<file path="config.mk">
export PLATFORM = sky130hd
export DESIGN_NAME = evt_timer
export DESIGN_NICKNAME = d
export VERILOG_FILES = /design/src/rtl/evt_timer_pkg.sv /design/src/rtl/evt_timer_sync.sv /design/src/rtl/evt_timer_regs.sv /design/src/rtl/evt_timer_cnt.sv /design/src/rtl/evt_timer.sv
export SDC_FILE = /design/constraint.sdc
export NUM_CORES = 1
export LEC_CHECK = 0
export CAP_MARGIN = 20
export CORE_MARGIN = 5
export CORE_UTILIZATION = 30
export CTS_CLUSTER_DIAMETER = 60
export CTS_CLUSTER_SIZE = 10
export DETAILED_ROUTE_END_ITERATION = 6
export PLACE_DENSITY = 0.5
export SETUP_SLACK_MARGIN = 0.4
export SLEW_MARGIN = 10
export SYNTH_ARGS = -nofsm -noshare
export SYNTH_HDL_FRONTEND = slang
export SYNTH_SLANG_ARGS = --single-unit
</file>
<file path="constraint.sdc">
create_clock -name clk -period 2.8 [get_ports clk]
set_input_delay 0.7 -clock clk [delete_from_list [all_inputs] [get_ports clk]]
set_output_delay 0.7 -clock clk [all_outputs]
set_load 0.1 [all_outputs]
</file>
<file path="src/rtl/evt_timer_pkg.sv">
package evt_timer_pkg;

    typedef enum logic [1:0] {
        MODE_OFF   = 2'b00,
        MODE_EVENT = 2'b01,
        MODE_TIMER = 2'b10,
        MODE_PULSE = 2'b11
    } tmode_e;

    localparam int CTL_W     = 8;
    localparam int MODE_LSB  = 6;
    localparam int RUN_BIT   = 4;
    localparam int POL_BIT   = 3;
    localparam int FLAG_BIT  = 0;

    localparam logic SEL_CTL = 1'b0;
    localparam logic SEL_CNT = 1'b1;

    typedef struct packed {
        tmode_e mode;
        logic   run;
        logic   pol_fall;
    } ctrl_t;

endpackage

</file>
<file path="src/rtl/evt_timer_sync.sv">
module evt_timer_sync #(
    parameter int STAGES = 2
) (
    input  logic clk,
    input  logic rst_n,
    input  logic pin_i,
    output logic lvl_o,
    output logic rise_o,
    output logic fall_o
);
    localparam int SH_W = STAGES + 1;

    logic [SH_W-1:0] sh_d, sh_q;

    always_comb begin
        sh_d = {sh_q[SH_W-2:0], pin_i};
    end

    always_ff @(posedge clk or negedge rst_n) begin
        if (!rst_n) sh_q <= '0;
        else        sh_q <= sh_d;
    end

    assign lvl_o  = sh_q[STAGES-1];
    assign rise_o = sh_q[STAGES-1] & ~sh_q[STAGES];
    assign fall_o = ~sh_q[STAGES-1] & sh_q[STAGES];

endmodule

</file>
<file path="src/rtl/evt_timer_regs.sv">
module evt_timer_regs
    import evt_timer_pkg::*;
#(
    parameter int W = 8
) (
    input  logic         clk,
    input  logic         rst_n,
    input  logic         wr_en_i,
    input  logic         wr_sel_i,
    input  logic [W-1:0] wr_data_i,
    input  logic         ovf_i,
    input  logic         pw_end_i,
    output ctrl_t        ctrl_o,
    output logic         flag_o,
    output logic [W-1:0] preload_o,
    output logic         load_o
);
    typedef struct packed {
        ctrl_t        ctrl;
        logic         flag;
        logic [W-1:0] preload;
    } regs_t;

    regs_t s_d, s_q;
    logic  wr_ctl, wr_pre;

    always_comb begin
        wr_ctl = wr_en_i && (wr_sel_i == SEL_CTL);
        wr_pre = wr_en_i && (wr_sel_i == SEL_CNT);
        s_d    = s_q;
        if (pw_end_i) s_d.ctrl.run = 1'b0;
        if (wr_ctl) begin
            s_d.ctrl.mode     = tmode_e'(wr_data_i[MODE_LSB +: 2]);
            s_d.ctrl.run      = wr_data_i[RUN_BIT];
            s_d.ctrl.pol_fall = wr_data_i[POL_BIT];
            if (wr_data_i[FLAG_BIT]) s_d.flag = 1'b0;
        end
        if (wr_pre) s_d.preload = wr_data_i;
        if (ovf_i)  s_d.flag = 1'b1;
    end

    always_ff @(posedge clk or negedge rst_n) begin
        if (!rst_n) s_q <= '0;
        else        s_q <= s_d;
    end

    assign ctrl_o    = s_q.ctrl;
    assign flag_o    = s_q.flag;
    assign preload_o = s_q.preload;
    assign load_o    = wr_pre && !s_q.ctrl.run;

endmodule

</file>
<file path="src/rtl/evt_timer_cnt.sv">
module evt_timer_cnt
    import evt_timer_pkg::*;
#(
    parameter int W = 8
) (
    input  logic         clk,
    input  logic         rst_n,
    input  ctrl_t        ctrl_i,
    input  logic         tick_i,
    input  logic         lvl_i,
    input  logic         rise_i,
    input  logic         fall_i,
    input  logic         load_i,
    input  logic [W-1:0] load_val_i,
    input  logic [W-1:0] preload_i,
    output logic [W-1:0] cnt_o,
    output logic         inc_o,
    output logic         ovf_o,
    output logic         pw_end_o
);
    localparam logic [W-1:0] TOP = {W{1'b1}};

    typedef struct packed {
        logic [W-1:0] cnt;
    } cnt_t;

    cnt_t s_d, s_q;
    logic act_edge, act_lvl, leave;

    always_comb begin
        act_edge = ctrl_i.pol_fall ? fall_i : rise_i;
        act_lvl  = ctrl_i.pol_fall ? ~lvl_i : lvl_i;
        leave    = ctrl_i.pol_fall ? rise_i : fall_i;
        unique case (ctrl_i.mode)
            MODE_EVENT: inc_o = ctrl_i.run && act_edge;
            MODE_TIMER: inc_o = ctrl_i.run && tick_i;
            MODE_PULSE: inc_o = ctrl_i.run && tick_i && act_lvl;
            default:    inc_o = 1'b0;
        endcase
        pw_end_o = ctrl_i.run && (ctrl_i.mode == MODE_PULSE) && leave;
        ovf_o    = inc_o && (s_q.cnt == TOP);
        s_d      = s_q;
        if (load_i)     s_d.cnt = load_val_i;
        else if (ovf_o) s_d.cnt = preload_i;
        else if (inc_o) s_d.cnt = s_q.cnt + W'(1);
    end

    always_ff @(posedge clk or negedge rst_n) begin
        if (!rst_n) s_q <= '0;
        else        s_q <= s_d;
    end

    assign cnt_o = s_q.cnt;

endmodule

</file>
<file path="src/rtl/evt_timer.sv">
module evt_timer
    import evt_timer_pkg::*;
#(
    parameter int W       = 8,
    parameter int SYNC_FF = 2
) (
    input  logic         clk,
    input  logic         rst_n,
    input  logic         tick_i,
    input  logic         ext_i,
    input  logic         wr_en_i,
    input  logic         wr_sel_i,
    input  logic [W-1:0] wr_data_i,
    input  logic         rd_sel_i,
    output logic [W-1:0] rd_data_o,
    output logic         irq_o
);
    ctrl_t        ctrl_w;
    logic         flag_w, load_w, inc_w, ovf_w, pw_end_w;
    logic         lvl_w, rise_w, fall_w;
    logic [W-1:0] preload_w, cnt_w;
    logic [CTL_W-1:0] ctl_byte;

    evt_timer_sync #(.STAGES(SYNC_FF)) u_sync (
        .clk    (clk),
        .rst_n  (rst_n),
        .pin_i  (ext_i),
        .lvl_o  (lvl_w),
        .rise_o (rise_w),
        .fall_o (fall_w)
    );

    evt_timer_regs #(.W(W)) u_regs (
        .clk       (clk),
        .rst_n     (rst_n),
        .wr_en_i   (wr_en_i),
        .wr_sel_i  (wr_sel_i),
        .wr_data_i (wr_data_i),
        .ovf_i     (ovf_w),
        .pw_end_i  (pw_end_w),
        .ctrl_o    (ctrl_w),
        .flag_o    (flag_w),
        .preload_o (preload_w),
        .load_o    (load_w)
    );

    evt_timer_cnt #(.W(W)) u_cnt (
        .clk        (clk),
        .rst_n      (rst_n),
        .ctrl_i     (ctrl_w),
        .tick_i     (tick_i),
        .lvl_i      (lvl_w),
        .rise_i     (rise_w),
        .fall_i     (fall_w),
        .load_i     (load_w),
        .load_val_i (wr_data_i),
        .preload_i  (preload_w),
        .cnt_o      (cnt_w),
        .inc_o      (inc_w),
        .ovf_o      (ovf_w),
        .pw_end_o   (pw_end_w)
    );

    always_comb begin
        ctl_byte = {ctrl_w.mode, 1'b0, ctrl_w.run, ctrl_w.pol_fall, 2'b00, flag_w};
        rd_data_o = (rd_sel_i == SEL_CNT) ? cnt_w : W'(ctl_byte);
    end

    assign irq_o = flag_w;

endmodule

</file>
==> run_results.csv <==
group,metric,value,unit
run_status,status,"completed",
clock_network,cts.sinks,24,
synthesis,syn_area,1350,sq um
synthesis,async_reset_ff_frac,1.00,
synthesis,synth_edf_count,0,
sta,hold_ws,0.359,ns
synthesis,yosysWarnings,0,
sta,slew_headroom,0.654,
die,ioPinCount,24,
final_layout,nets,181,
worst_setup_path,cp_max_fo,8,
drt,drt_iter0_drc,67,
drt,wl,3.42,mm
worst_setup_path,cp-start-kind,"input pin",
die,fp.dieArea,5960,sq um
final_layout,syn2layout_area_growth,34.4,%
placement,place_congestion,0.836,
worst_setup_path,crit_top_cell,"buf_12",
placement,hpwlAfterDp,2.58,mm
final_layout,seq_area,602,sq um
worst_hold_path,hold_depth,0,
run,maxCapViolations,0,
final_layout,multiInputGateArea,719,sq um
final_layout,nFillCells,430,
worst_setup_path,slowest_stage,"mux2_2",
die,core_area,4350,sq um
synthesis,synthFlopType,"dfrtp_1",
synthesis,avgSynthCellArea,9.81,sq um
placement,place_ws,0.164,ns
clock_network,h-tree-depth,1,
worst_setup_path,slowest_delay,0.36,ns
sta,timing.final.ws_setup,0.483,ns
worst_setup_path,r2r_slack,0.56,ns
worst_setup_path,criticalPathCategory,"in -> out",
clock_network,tritoncts,"built",
sta,rsz0062_at_grt,"no",
global_route,grt_pass1_wl,5.72,mm
final_layout,diodes,0,
clock_network,clockRootBuffer,"clkbuf_8",
synthesis,ys_seq_area_frac,0.444,
clock_network,cts_buffers,3,
die,die_w,77.2,microns
clock_network,cts_hold_buf,0,
worst_hold_path,min_from,"u_sync.sh_q[0]$_DFF_PN0_",
sta,tightest_slew,0.519,ns
placement,dp.cells,212,
final_layout,drive_gt1_frac,0.232,
synthesis,yosysUniqueCellTypes,37,
final_layout,final_util,0.418,
worst_setup_path,startpoint,"rd_sel_i",
die,initial_utilization,0.311,
global_route,grt_pass1_vias,1186,
worst_setup_path,r2r_end,"u_cnt.cnt_o[5]$_DFFE_PN0P_",
worst_hold_path,min_to,"u_sync.sh_q[1]$_DFF_PN0_",
die,die_h,77.2,microns
sta,setup_tns,0,ns
drt,ant_nets,0,
sta,report.final.slew_viol_count,0,
placement,numPortBuffers,23,
worst_setup_path,required,2.10,ns
sta,period_needed,2.32,ns
sta,final-setup-viol-count,0,
clock_network,insertion_delay,0.26,ns
die,rows,24,
worst_setup_path,worstPathArrival,1.62,ns
sta,finalCritPeriodShare,0.828,
power,peakVddDrop,0.365,mV
clock_network,clkSlewWorstSetupHoldPaths,0.08,ns
worst_setup_path,end_kind,"output pin",
drt,vias,1208,
sta,clock_skew,0.00208,ns
drt,drc,0,
drt,drt_first_pass_iters,4,
global_route,antenna_found_initial,0,
sta,hold_violations,0,
drt,avgViaCountPerCell,5.59,
worst_setup_path,r2r_start,"u_cnt.cnt_o[1]$_DFFE_PN0P_",
drt,wl_per_cell,15.8,microns
worst_setup_path,reg2regPathDepth,6,
sta,max_freq,0.432,GHz
clock_network,cts_buffer_depth,2,
synthesis,ys_seq_elements,24,
worst_setup_path,crit_path_cell_trace,"dlygate4sd2_1 > buf_12 > mux2_2 > buf_12",
power,leakagePower,0.000813,uW
global_route,grt.overflow.total,0,
worst_hold_path,hp-class,"reg -> reg",
global_route,track_usage,0.117,
synthesis,syn_inst,138,
final_layout,stdcell_count,216,
power,cellPowerDensity,768,nW/um^2
synthesis,syn_nets,154,
global_route,grt_start_max_net_pins,25,
[registers in the layout, indices dropped and copies added (netlist names)]
| signal | flops |
|---|---|
| u_cnt.cnt_o | 8 |
| u_regs.ctrl_o | 4 |
| u_regs.flag_o | 1 |
| u_regs.preload_o | 8 |
| u_sync.sh_q | 3 |
[layer usage]
layer | part of all wire | track usage | wire [microns] | up-vias
met1 | 0.47 | 0.159 | 1610 | 592
met2 | 0.46 | 0.179 | 1580 | 45
met3 | 0.053 | 0.0246 | 182 | 6
met5 | 0 | 0 | 0 | -
met4 | 0.016 | 0.0498 | 55 | 0
li1 | - | - | - | 565
[per-stage QoR]
step | instance area [sq um] | power (uW)
floorplan | 1360 | 920
global placement | 1760 | 1150
detailed placement | 1760 | 1160
CTS | 1810 | 1400
global route | 1820 | 1470
finish | 1820 | 1400
[Yosys cell counts (3+ instances only)]
library cell	instances	area (sq um)
a21o_1	6	45.0
o21ai_0	4	20.0
and3_1	7	43.8
and2_1	4	25.0
nand3_1	5	25.0
mux2_2	12	135
clkbuf_1	5	18.8
nand4_1	3	18.8
inv_1	5	18.8
mux2i_1	4	40.0
dfrtp_1	24	601
a211oi_1	3	22.5
a21oi_1	9	45.0
nor2_1	5	18.8
nand2_1	16	60.1
[cell type report]
type	count	share of cell area
repair buffers	28	0.197
flip-flops and latches	24	0.331
well taps	52	0.0358
multi-input cells	103	0.395
inverters	5	0.0103
clock buffers	4	0.0303
[how the worst max path moves through the flow]
stage	end	cells past startpoint	slack (ns)
2_1_floorplan	rd_data_o[0]	1	0.53
3_3_place_gp	u_cnt.cnt_o[5]$_DFFE_PN0P_	6	0.20
3_5_place_dp	u_cnt.cnt_o[5]$_DFFE_PN0P_	6	0.16
4_1_cts	u_cnt.cnt_o[5]$_DFFE_PN0P_	6	0.44
5_1_grt	rd_data_o[7]	4	0.45
6_report	rd_data_o[7]	4	0.48
[report_power, final]
| group | switching [uW] | total, uW | internal (uW) | leakage, uW |
|---|---|---|---|---|
| logic | 369 | 641 | 272 | 0.000495 |
| registers | 107 | 521 | 414 | 0.000289 |
| clock network | 110 | 235 | 125 | 0.0000288 |
| total | 586 | 1400 | 811 | 0.000813 |
[cell usage in the layout (no fill, tap or decap), drive strengths merged, types with 2 or more instances in the layout]
| cell | netlist | final |
|---|---|---|
| inv | 5 | 5 |
| mux2 | 12 | 12 |
| nand4 | 3 | 3 |
| nand3 | 5 | 5 |
| and4 | 2 | 2 |
| nand2 | 16 | 16 |
| a211oi | 3 | 3 |
| a211o | 2 | 2 |
| o21a | 2 | 2 |
| a21o | 6 | 6 |
| buf | 1 | 14 |
| nor2 | 5 | 5 |
| dfrtp | 24 | 24 |
| o21ai | 4 | 4 |
| a31o | 2 | 2 |
| and3 | 7 | 7 |
| clkdlybuf4s50 | 0 | 12 |
| a21oi | 9 | 9 |
| and2 | 4 | 4 |
| clkbuf | 5 | 4 |
| mux2i | 4 | 4 |
[what timing repair did]
| action | CTS | global route |
|---|---|---|
| setup endpoints to repair | 6 | 1 |
| setup buffers | 0 | 0 |
| gates resized for setup | 2 | 4 |
[kinds of logic (layout without fill, tap and decap cells)]
group	after synthesis	after routing	synth area share
mux	16	16	0.129
buf+inv	11	37	0.0314
compound gates	38	38	0.199
simple gates	47	47	0.181
fa+ha+maj	1	1	0.00924
xor+xnor	1	1	0.00647
flops	24	24	0.444
[worst max-delay path, delay by kind of cell]
kind / cells / cell delay, ns
mux: 1 / 0.36
buf+inv: 3 / 0.54
(Power assumes the default switching activity.)
